## src/rtl/sdh_pkg.sv

```systemverilog
package sdh_pkg;

  typedef enum logic [2:0] {
    ST_IDLE    = 3'd0,
    ST_FETCH   = 3'd1,
    ST_OFFER   = 3'd2,
    ST_CLOSE   = 3'd3,
    ST_DELIVER = 3'd4
  } sdh_state_e;

  typedef struct packed {
    logic send;
    logic target;
  } sdh_kind_t;

endpackage

```

## src/rtl/sdh_launch.sv

```systemverilog
module sdh_launch
  import sdh_pkg::*;
#(
  parameter int ADDR_W    = 3,
  parameter int SEND_ADDR = 5,
  parameter int TRX_ADDR  = 6,
  parameter int IRX_ADDR  = 7
) (
  input  logic              cmd_wr,
  input  logic [ADDR_W-1:0] cmd_addr,
  input  logic              tgt_mode,
  output logic              go,
  output sdh_kind_t         kind
);

  localparam int NUM_STARTS = 3;
  localparam logic [ADDR_W-1:0] START_ADDR [NUM_STARTS] = '{
    ADDR_W'(SEND_ADDR), ADDR_W'(TRX_ADDR), ADDR_W'(IRX_ADDR)
  };

  logic [NUM_STARTS-1:0] hit;

  for (genvar g = 0; g < NUM_STARTS; g++) begin : g_hit
    assign hit[g] = cmd_wr && (cmd_addr == START_ADDR[g]);
  end

  assign go          = |hit;
  assign kind.send   = hit[0];
  assign kind.target = hit[1] | (hit[0] & tgt_mode);

endmodule

```

## src/rtl/sdh_sequencer.sv

```systemverilog
module sdh_sequencer
  import sdh_pkg::*;
(
  input  logic       clk,
  input  logic       rst_n,
  input  logic       go,
  input  sdh_kind_t  kind,
  input  logic       dma_en,
  input  logic       phase_match,
  input  logic       req_i,
  input  logic       ack_i,
  input  logic       snd_beat,
  input  logic       rcv_beat,
  input  logic       host_last,
  output sdh_state_e state,
  output logic       req_o,
  output logic       ack_o,
  output logic       drive_en,
  output logic       cap_en,
  output logic       evt_start,
  output logic       evt_done,
  output logic       evt_last_sent,
  output logic       evt_mismatch
);

  sdh_state_e nxt;
  sdh_kind_t  kind_q;
  logic       last_q;
  logic       strobe_hi;
  logic       on_bus;

  // The handshake partner's strobe: ACK when we act as target, REQ otherwise.
  assign strobe_hi = kind_q.target ? ack_i : req_i;
  assign on_bus    = (state == ST_OFFER) || (state == ST_CLOSE);

  always_comb begin
    nxt           = state;
    evt_start     = 1'b0;
    evt_done      = 1'b0;
    evt_last_sent = 1'b0;
    evt_mismatch  = 1'b0;
    if (state == ST_IDLE) begin
      if (go && dma_en) begin
        evt_start = 1'b1;
        nxt       = kind.send ? ST_FETCH : ST_OFFER;
      end
    end else if (!dma_en) begin
      nxt = ST_IDLE;
    end else if (!kind_q.target && !phase_match) begin
      nxt          = ST_IDLE;
      evt_mismatch = 1'b1;
    end else begin
      unique case (state)
        ST_FETCH:   if (snd_beat) nxt = ST_OFFER;
        ST_OFFER:   if (strobe_hi) nxt = ST_CLOSE;
        ST_CLOSE: begin
          if (!strobe_hi) begin
            if (!kind_q.send) begin
              nxt = ST_DELIVER;
            end else if (last_q) begin
              nxt           = ST_IDLE;
              evt_done      = 1'b1;
              evt_last_sent = 1'b1;
            end else begin
              nxt = ST_FETCH;
            end
          end
        end
        ST_DELIVER: begin
          if (rcv_beat) begin
            if (host_last) begin
              nxt      = ST_IDLE;
              evt_done = 1'b1;
            end else begin
              nxt = ST_OFFER;
            end
          end
        end
        default: nxt = ST_IDLE;
      endcase
    end
  end

  always_ff @(posedge clk) begin
    if (!rst_n) begin
      state  <= ST_IDLE;
      kind_q <= '0;
      last_q <= 1'b0;
    end else begin
      state <= nxt;
      if (evt_start) begin
        kind_q <= kind;
        last_q <= 1'b0;
      end else if (snd_beat) begin
        last_q <= host_last;
      end
    end
  end

  assign req_o    = kind_q.target && (state == ST_OFFER);
  assign ack_o    = !kind_q.target && (state == ST_CLOSE);
  assign drive_en = kind_q.send && on_bus;
  assign cap_en   = !kind_q.send && on_bus && strobe_hi;

  // a low enable always leaves the engine idle one cycle later.
  assert_abort_idle_R12: assert property (@(posedge clk) disable iff (!rst_n)
    !dma_en |=> state == ST_IDLE);

  // ACK only ever rises in answer to a REQ seen the cycle before.
  assert_ack_follows_req_R4: assert property (@(posedge clk) disable iff (!rst_n)
    $rose(ack_o) |-> $past(req_i));

  // REQ is withdrawn during a transfer only after ACK was seen.
  assert_req_release_R5: assert property (@(posedge clk) disable iff (!rst_n)
    ($fell(req_o) && state != ST_IDLE) |-> $past(ack_i));

endmodule

```

## src/rtl/sdh_datapath.sv

```systemverilog
module sdh_datapath #(
  parameter int DATA_W = 8
) (
  input  logic              clk,
  input  logic              rst_n,
  input  logic              load_tx,
  input  logic [DATA_W-1:0] tx_in,
  input  logic              cap_en,
  input  logic [DATA_W-1:0] db_in,
  output logic [DATA_W-1:0] tx_q,
  output logic [DATA_W-1:0] rx_q
);

  // tx_q holds the outgoing byte for its whole handshake; rx_q tracks the
  // bus while the partner strobe is high, so it freezes on the falling edge.
  always_ff @(posedge clk) begin
    if (!rst_n) begin
      tx_q <= '0;
      rx_q <= '0;
    end else begin
      if (load_tx) tx_q <= tx_in;
      if (cap_en)  rx_q <= db_in;
    end
  end

endmodule

```

## src/rtl/sdh_status.sv

```systemverilog
module sdh_status (
  input  logic clk,
  input  logic rst_n,
  input  logic evt_start,
  input  logic evt_done,
  input  logic evt_last_sent,
  input  logic evt_mismatch,
  input  logic eop_irq_en,
  output logic end_flag,
  output logic sent_flag,
  output logic phase_flag,
  output logic irq
);

  always_ff @(posedge clk) begin
    if (!rst_n || evt_start) begin
      end_flag   <= 1'b0;
      sent_flag  <= 1'b0;
      phase_flag <= 1'b0;
      irq        <= 1'b0;
    end else begin
      if (evt_done)      end_flag  <= 1'b1;
      if (evt_last_sent) sent_flag <= 1'b1;
      if (evt_mismatch) begin
        phase_flag <= 1'b1;
        irq        <= 1'b1;
      end
      if (evt_done && eop_irq_en) irq <= 1'b1;
    end
  end

  // an accepted start leaves every flag clear.
  assert_flags_cleared_R1: assert property (@(posedge clk) disable iff (!rst_n)
    evt_start |=> !end_flag && !phase_flag && !irq && !sent_flag);

  // an interrupt appears only with a cause that permits it.
  assert_irq_cause_R10: assert property (@(posedge clk) disable iff (!rst_n)
    $rose(irq) |-> (phase_flag || (end_flag && $past(eop_irq_en))));

endmodule

```

## src/rtl/scsi_dma_engine.sv

```systemverilog
module scsi_dma_engine
  import sdh_pkg::*;
#(
  parameter int ADDR_W  = 3,
  parameter int DATA_W  = 8,
  parameter int PHASE_W = 3
) (
  input  logic               clk,
  input  logic               rst_n,
  input  logic               cmd_wr,
  input  logic [ADDR_W-1:0]  cmd_addr,
  input  logic               dma_en,
  input  logic               blk_mode,
  input  logic               tgt_mode,
  input  logic               eop_irq_en,
  input  logic [PHASE_W-1:0] exp_phase,
  input  logic [PHASE_W-1:0] bus_phase,
  input  logic               snd_valid,
  output logic               snd_ready,
  input  logic [DATA_W-1:0]  snd_data,
  input  logic               host_last,
  output logic               rcv_valid,
  input  logic               rcv_ready,
  output logic [DATA_W-1:0]  rcv_data,
  output logic               dreq,
  input  logic               scsi_req_i,
  input  logic               scsi_ack_i,
  output logic               scsi_req_o,
  output logic               scsi_ack_o,
  input  logic [DATA_W-1:0]  scsi_db_i,
  output logic [DATA_W-1:0]  scsi_db_o,
  output logic               scsi_db_oe,
  output logic               xfer_busy,
  output logic               dma_end,
  output logic               tx_last_done,
  output logic               phase_fault,
  output logic               irq
);

  sdh_state_e state;
  sdh_kind_t  start_kind;
  logic       start_go;
  logic       snd_beat, rcv_beat, cap_en;
  logic       evt_start, evt_done, evt_last_sent, evt_mismatch;

  sdh_launch #(.ADDR_W(ADDR_W)) u_launch (
    .cmd_wr   (cmd_wr),
    .cmd_addr (cmd_addr),
    .tgt_mode (tgt_mode),
    .go       (start_go),
    .kind     (start_kind)
  );

  sdh_sequencer u_seq (
    .clk           (clk),
    .rst_n         (rst_n),
    .go            (start_go),
    .kind          (start_kind),
    .dma_en        (dma_en),
    .phase_match   (bus_phase == exp_phase),
    .req_i         (scsi_req_i),
    .ack_i         (scsi_ack_i),
    .snd_beat      (snd_beat),
    .rcv_beat      (rcv_beat),
    .host_last     (host_last),
    .state         (state),
    .req_o         (scsi_req_o),
    .ack_o         (scsi_ack_o),
    .drive_en      (scsi_db_oe),
    .cap_en        (cap_en),
    .evt_start     (evt_start),
    .evt_done      (evt_done),
    .evt_last_sent (evt_last_sent),
    .evt_mismatch  (evt_mismatch)
  );

  sdh_datapath #(.DATA_W(DATA_W)) u_data (
    .clk     (clk),
    .rst_n   (rst_n),
    .load_tx (snd_beat),
    .tx_in   (snd_data),
    .cap_en  (cap_en),
    .db_in   (scsi_db_i),
    .tx_q    (scsi_db_o),
    .rx_q    (rcv_data)
  );

  sdh_status u_stat (
    .clk           (clk),
    .rst_n         (rst_n),
    .evt_start     (evt_start),
    .evt_done      (evt_done),
    .evt_last_sent (evt_last_sent),
    .evt_mismatch  (evt_mismatch),
    .eop_irq_en    (eop_irq_en),
    .end_flag      (dma_end),
    .sent_flag     (tx_last_done),
    .phase_flag    (phase_fault),
    .irq           (irq)
  );

  assign snd_ready = (state == ST_FETCH);
  assign rcv_valid = (state == ST_DELIVER);
  assign xfer_busy = (state != ST_IDLE);
  assign snd_beat  = snd_valid && snd_ready;
  assign rcv_beat  = rcv_valid && rcv_ready;
  assign dreq      = blk_mode ? xfer_busy : (snd_ready || rcv_valid);

  // a driven byte does not change while the drivers stay on.
  assert_data_hold_R13: assert property (@(posedge clk) disable iff (!rst_n)
    (scsi_db_oe && $past(scsi_db_oe)) |-> $stable(scsi_db_o));

  // an offered byte stays put until the host takes it.
  assert_rcv_hold_R13: assert property (@(posedge clk) disable iff (!rst_n)
    (rcv_valid && !rcv_ready) |=> (!rcv_valid || $stable(rcv_data)));

  // any pending host beat is always announced on dreq.
  assert_dreq_pending_R6: assert property (@(posedge clk) disable iff (!rst_n)
    (snd_ready || rcv_valid) |-> dreq);

endmodule

```

## config.mk

```make
export PLATFORM = sky130hd
export DESIGN_NAME = scsi_dma_engine
export DESIGN_NICKNAME = d
export VERILOG_FILES = /design/src/rtl/sdh_pkg.sv /design/src/rtl/sdh_launch.sv /design/src/rtl/sdh_sequencer.sv /design/src/rtl/sdh_datapath.sv /design/src/rtl/sdh_status.sv /design/src/rtl/scsi_dma_engine.sv
export SDC_FILE = /design/constraint.sdc
export NUM_CORES = 1
export LEC_CHECK = 0
export ABC_CLOCK_PERIOD_IN_PS = 2700
export BUFFER_PORTS_ARGS = -buffer_cell sky130_fd_sc_hd__buf_2
export CORE_UTILIZATION = 49
export DETAILED_ROUTE_END_ITERATION = 8
export GPL_TIMING_DRIVEN = 0
export PLACE_DENSITY = 0.8
export SLEW_MARGIN = 0
export SYNTH_ARGS = -nofsm -noshare
export SYNTH_HDL_FRONTEND = slang
export SYNTH_SLANG_ARGS = --single-unit
```

## constraint.sdc

```tcl
create_clock -name clk -period 2.7 [get_ports clk]
set_clock_uncertainty 0.05 [all_clocks]
set_input_delay 0.135 -clock clk [delete_from_list [all_inputs] [get_ports clk]]
set_output_delay 0.135 -clock clk [all_outputs]
set_load 0.01 [all_outputs]
```

=== Word level (Yosys, flattened, before mapping) ===
Index checks and enable logic that the tools add are counted.
W data, S select, Z words.

* $add $sub $neg: 0
* $mul: 0
* Divide/modulo/power cells: 0
* Order comparisons: 0
* Eq/ne operators: 13
* Shifts and indexed selects: 0
* Mux-type cells: 35
* Bitwise gates (word level): 3
* Reductions and logical operators: 26

{| class="wikitable"
|+ Operator list
! cell !! number
|-
| $mux W3 || 9
|-
| $mux W1 || 22
|-
| $logic_and A1 B1 Y1 || 13
|-
| $eq A3 B3 Y1 const B || 4
|-
| $pmux W3 S4 || 1
|-
| $ne A5 B2 Y1 const B || 2
|-
| $eq A3 B2 Y1 const B || 2
|-
| $ne A5 B4 Y1 const B || 1
|-
| $ne A5 B5 Y1 const B || 1
|-
| $reduce_and A5 Y1 || 1
|-
| $logic_not A1 Y1 || 4
|-
| $mux W2 || 2
|-
| $eq A3 B1 Y1 const B || 1
|-
| $eq A3 B3 Y1 || 1
|-
| $logic_not A3 Y1 || 1
|-
| $logic_or A1 B1 Y1 || 3
|-
| $reduce_bool A3 Y1 || 1
|-
| $reduce_or A3 Y1 || 1
|-
| $ne A2 B2 Y1 const B || 1
|-
| $pmux W1 S2 || 1
|-
| $reduce_bool A2 Y1 || 1
|-
| $reduce_or A2 Y1 || 1
|-
| $and A1 B1 Y1 || 1
|-
| $not A1 Y1 || 1
|-
| $or A1 B1 Y1 || 1
|}

* Flip-flop bits (word level): 26
* Bits in latches: 0
* RAM bits: 0
* Memory bits (read-only): 0
* Input bits: 37
* Output and inout port bits: 27
* Memories: 0

=== Logic depth before layout (Yosys ltp) ===
* Word-level depth: 9
* Gate-level depth with buffers: 7

=== By module ===
Synthesis repeated with hierarchy kept, for this count alone.

* Cells, all modules: 140
* Area, all modules: 1337.5 um^2

{| class="wikitable"
|+ By module, submodules not included
! module !! instances !! cells each !! area each (um^2)
|-
| sdh_datapath || 1 || 51 || 608.1
|-
| sdh_sequencer || 1 || 58 || 473.0
|-
| sdh_status || 1 || 13 || 132.6
|-
| scsi_dma_engine || 1 || 11 || 82.6
|-
| sdh_launch || 1 || 7 || 41.3
|}

=== Least setup slack after synthesis ===
OpenSTA, ideal clock, no wires.

* Path kind: register to register
* Start point: register u_seq.state[1]
* End point: register u_seq.state[0]
* Library setup time: 0.119 ns
* Arrival: 1.482 ns
* Slack: 1.050 ns
* Stages on the path, launching flop included: 7
* Buffers on the path: 1
* Cell sequence: dfxtp_1 -> buf_6 -> or4b_4 -> o21a_4 -> a21oi_4 -> a21oi_2 -> o221a_1

* Longest elaborated chain between the ends: 5
* Elaborated cells between the ends (all ways): 17
* Classes of those cells: eq/ne: 9; mux: 4; reduce/logical: 4

{| class="wikitable"
|+ Ends and longest elaborated chain
! item !! line !! source
|-
| start, declared || sdh_sequencer.sv:15 || <nowiki>output sdh_state_e state,</nowiki>
|-
| start signal, assigned || sdh_sequencer.sv:90 || <nowiki>state <= nxt;</nowiki>
|-
| $eq A3 B3 Y1 (tied with other cells) || sdh_sequencer.sv:53, scsi_dma_engine.sv:103 ||
|-
| $pmux W3 S4 || sdh_sequencer.sv:53 || <nowiki>unique case (state)</nowiki>
|-
| $mux W3 || sdh_sequencer.sv:49 || <nowiki>end else if (!kind_q.target && !phase_match) begin</nowiki>
|-
| $mux W3 || sdh_sequencer.sv:47 || <nowiki>end else if (!dma_en) begin</nowiki>
|-
| $mux W3 || sdh_sequencer.sv:42 || <nowiki>if (state == ST_IDLE) begin</nowiki>
|}

Parallel ways exist; a longest one is shown, timed or not.
A chain may end at the register's enable or synchronous reset.

=== Worst setup path in the final report ===
* Start point: register u_seq.state[2]
* End point: register u_seq.state[0]

The elaborated chain is that of the path after synthesis.

==> out/qor.txt <==
Fin crit share: 66.2%
Wire length per cell: 12.7 um
Post-CTS sizing: 0
Leakage power: 0.000844 uW
F_max: 559 MHz
Synth area leader: dfxtp_1
Die width: 53.9 um
FF-to-FF Start: u_seq.state[2]$_SDFFE_PN0P_
Max Slew Vio Count: 0
Core Area: 2520 um2
Final net count: 259
Met1 Wirelength: 1370 um
Largest net degree at the start of global routing: 15
Mean Syn Cell Area: 9.05 um2
R2R Setup Slk: 0.91 ns
# diodes: 0
Post-DP HPWL: 2430 um
Worst hold stages: 3
Tmin final: 1.79 ns
Iteration-0 DRC Markers: 26
Die ar.: 2910 um2
Clock sink count: 26
Status: complete, but fails checks
DRT Pass-1 Iters: 4
Post-synth EDFFs: 0
WHS: -0.00152 ns
Vias in the first global route: 1150
DR vias: 1311
Layout area overhead: 35.5%
Required time of the critical path: 2.87 ns
Post-synthesis cell count: 146
I/O Buffers: 63
Top post-synthesis cells by count: 26 x dfxtp_1, 24 x nand2_1, 10 x nor2b_1
Total GRT Usage: 23.5%
Endpoints failing hold: 1
First-pass GRT wire length: 4970 um
Fin Setup TNS: 0 ns
CP Class: register to register
Clock transition at path regs: 0.13 ns
Family with the most delay on the worst path: compound AO/OA/AOI/OAI gates
CTS tree: built
H-tree depth: 1
Hold wc startpoint: snd_data[3]
Detail Route Antenna Nets: 0
Worst setup SP type: register
Failing checks: negative hold slack
Drt total wl: 3190 um
Type of the worst min-delay path: primary input to register
Crit path buffers/inverters: 1
Highest cell delay on the worst timing path: 0.50 ns
Hold endpoint: u_data.tx_q[3]$_SDFFE_PN0P_
Share of layout cells above drive strength 1: 37.6%
Endpoints failing setup: 0
Max Cap Viol: 0
RSZ-0062 raised after global routing: false
FF-to-FF path depth: 6
Num rows: 18
Wire length on met3: 225 um
Crit. End Element: register
Reg-to-reg endpoint: u_seq.state[0]$_SDFFE_PN0P_
Slew @ Worst Pin: 0.398 ns
Post-Syn Area: 1320 um2
Max transition margin: 72.7%
Final Wtd Congestion: 0.847
Cell-by-cell listing of the critical path: buf_2 -> or4b_4 -> o21a_4 -> a21oi_4 -> a21oi_2 -> o221a_1
CP max FO: 9
DRC viols: 0
CP max-delay cell: or4b_4
I/O Pins: 64
Worst skew pair latency: 0.32 ns
Number of synthesis warnings: 0
Final Non-Filler Cells: 251
Area contributors post-synth: dfxtp_1 39%, mux2i_1 6.8%, nand2_1 6.8%
Worst-case clock buffer depth: 2
Top-count cell post-synth: dfxtp_1
Grt total ovfl: 0
Seq cells post-synth: 26
Number of vias per cell: 5.22
Synth unique cells: 45
CTS Root Cell: clkbuf_4
Synth top area share: 39.4%
Post-synth net total: 183
Initial antenna violation count: 0
Worst Path Arrival: 1.96 ns
Maximum VDD drop: 0.482 mV
Uppermost layer routed: met4
CTS Buf Count: 3
Synth async-reset ratio: 0%
Power Dens Cells: 607 nW/um2
Post-placement cell count: 239
Register area share after synthesis: 39.4%
Initial Util: 52.4%
Top_reg_cell synth: dfxtp_1
Die H: 53.9 um
WL met2: 1550 um
[stage by stage]
stage                     setup slack [ns]  utilization [%]  power (uW)  area [um2]
after floorplan                       1.05                -         749        1320
after global placement               0.954             66.4         873        1670
after detailed placement             0.942             66.4         888        1670
after CTS                            0.910             71.0        1090        1790
after global routing                 0.819             71.0        1160        1790
final                                0.911             71.0        1090        1790
[per-layer routing]
metal / global-route usage [%] / vias up
met5: 0 / -
met4: 4.82 / 0
met3: 6.50 / 4
met2: 42.8 / 54
met1: 27.0 / 587
li1: - / 666
[worst register-to-register path: cells and delay by family (launching register included)]
kind,cells,cell delay (ns)
AO/OA/AOI/OAI,4,0.60
buffers and inverters,1,0.21
flip-flops,1,0.33
AND/OR/NAND/NOR,1,0.50
[registers in the layout, indices dropped and copies added (netlist names)]
register           flops
u_data.rx_q            8
u_stat.end_flag        1
u_data.tx_q            8
u_seq.last_q           1
u_stat.phase_flag      1
u_seq.state            3
u_stat.irq             1
u_stat.sent_flag       1
u_seq.kind_q           2
[cell usage in the layout, fill, tap and decap left out, types with 3 or more instances in the layout]
master,count
nor2_1,8
a21oi_1,5
buf_2,67
a21boi_1,8
a31oi_1,3
xnor2_1,3
and2_1,3
nor2b_1,10
mux2i_1,9
inv_1,4
nand3_1,3
clkbuf_4,3
nand2_1,24
dfxtp_1,26
dlygate4sd3_1,8
nor3b_1,3
[area by class of cell]
cell class                 instances  area (um2)
multi-input combinational        108         743
fill                             211         732
sequential                        26         520
timing repair buffer              71         395
buffer                             7        38.8
tap                               30        37.5
clock buffer                       4        36.3
inverter                           5        18.8
[cell families (layout without fill, tap and decap cells)]
kind of cell | count (synthesis) | count (layout) | share of synthesized area (%)
flip-flops | 26 | 26 | 39.4
buffers and inverters | 12 | 87 | 4.36
AO/OA/AOI/OAI | 32 | 32 | 20.2
multiplexers | 9 | 9 | 6.82
XOR/XNOR | 3 | 3 | 1.99
AND/OR/NAND/NOR | 64 | 64 | 27.3
[timing repair]
action | CTS | global route
setup buffers | 0 | 0
hold endpoints to repair | 8 | 0
hold buffers | 8 | 0
[report_power, final]
| part | leakage (uW) | switching, uW | internal [uW] |
|---|---|---|---|
| Clock | 0.0000210 | 113 | 82.5 |
| Combinational | 0.000612 | 243 | 191 |
| Sequential | 0.000211 | 25.6 | 433 |
[how the worst max path moves through the flow]
stage	start	endpoint	slack [ns]	cells past startpoint
after floorplan	u_seq.state[1]$_SDFFE_PN0P_	u_seq.state[0]$_SDFFE_PN0P_	1.05	6
after global placement	u_seq.kind_q[0]$_SDFFE_PN0P_	u_stat.irq$_SDFFE_PP0P_	0.95	5
after detailed placement	u_seq.state[2]$_SDFFE_PN0P_	u_seq.state[0]$_SDFFE_PN0P_	0.94	6
after CTS	u_seq.state[2]$_SDFFE_PN0P_	u_seq.state[0]$_SDFFE_PN0P_	0.91	6
after global routing	u_seq.kind_q[0]$_SDFFE_PN0P_	u_stat.irq$_SDFFE_PP0P_	0.82	5
final	u_seq.state[2]$_SDFFE_PN0P_	u_seq.state[0]$_SDFFE_PN0P_	0.91	6
Note: power is estimated with default switching activity, not from simulation.
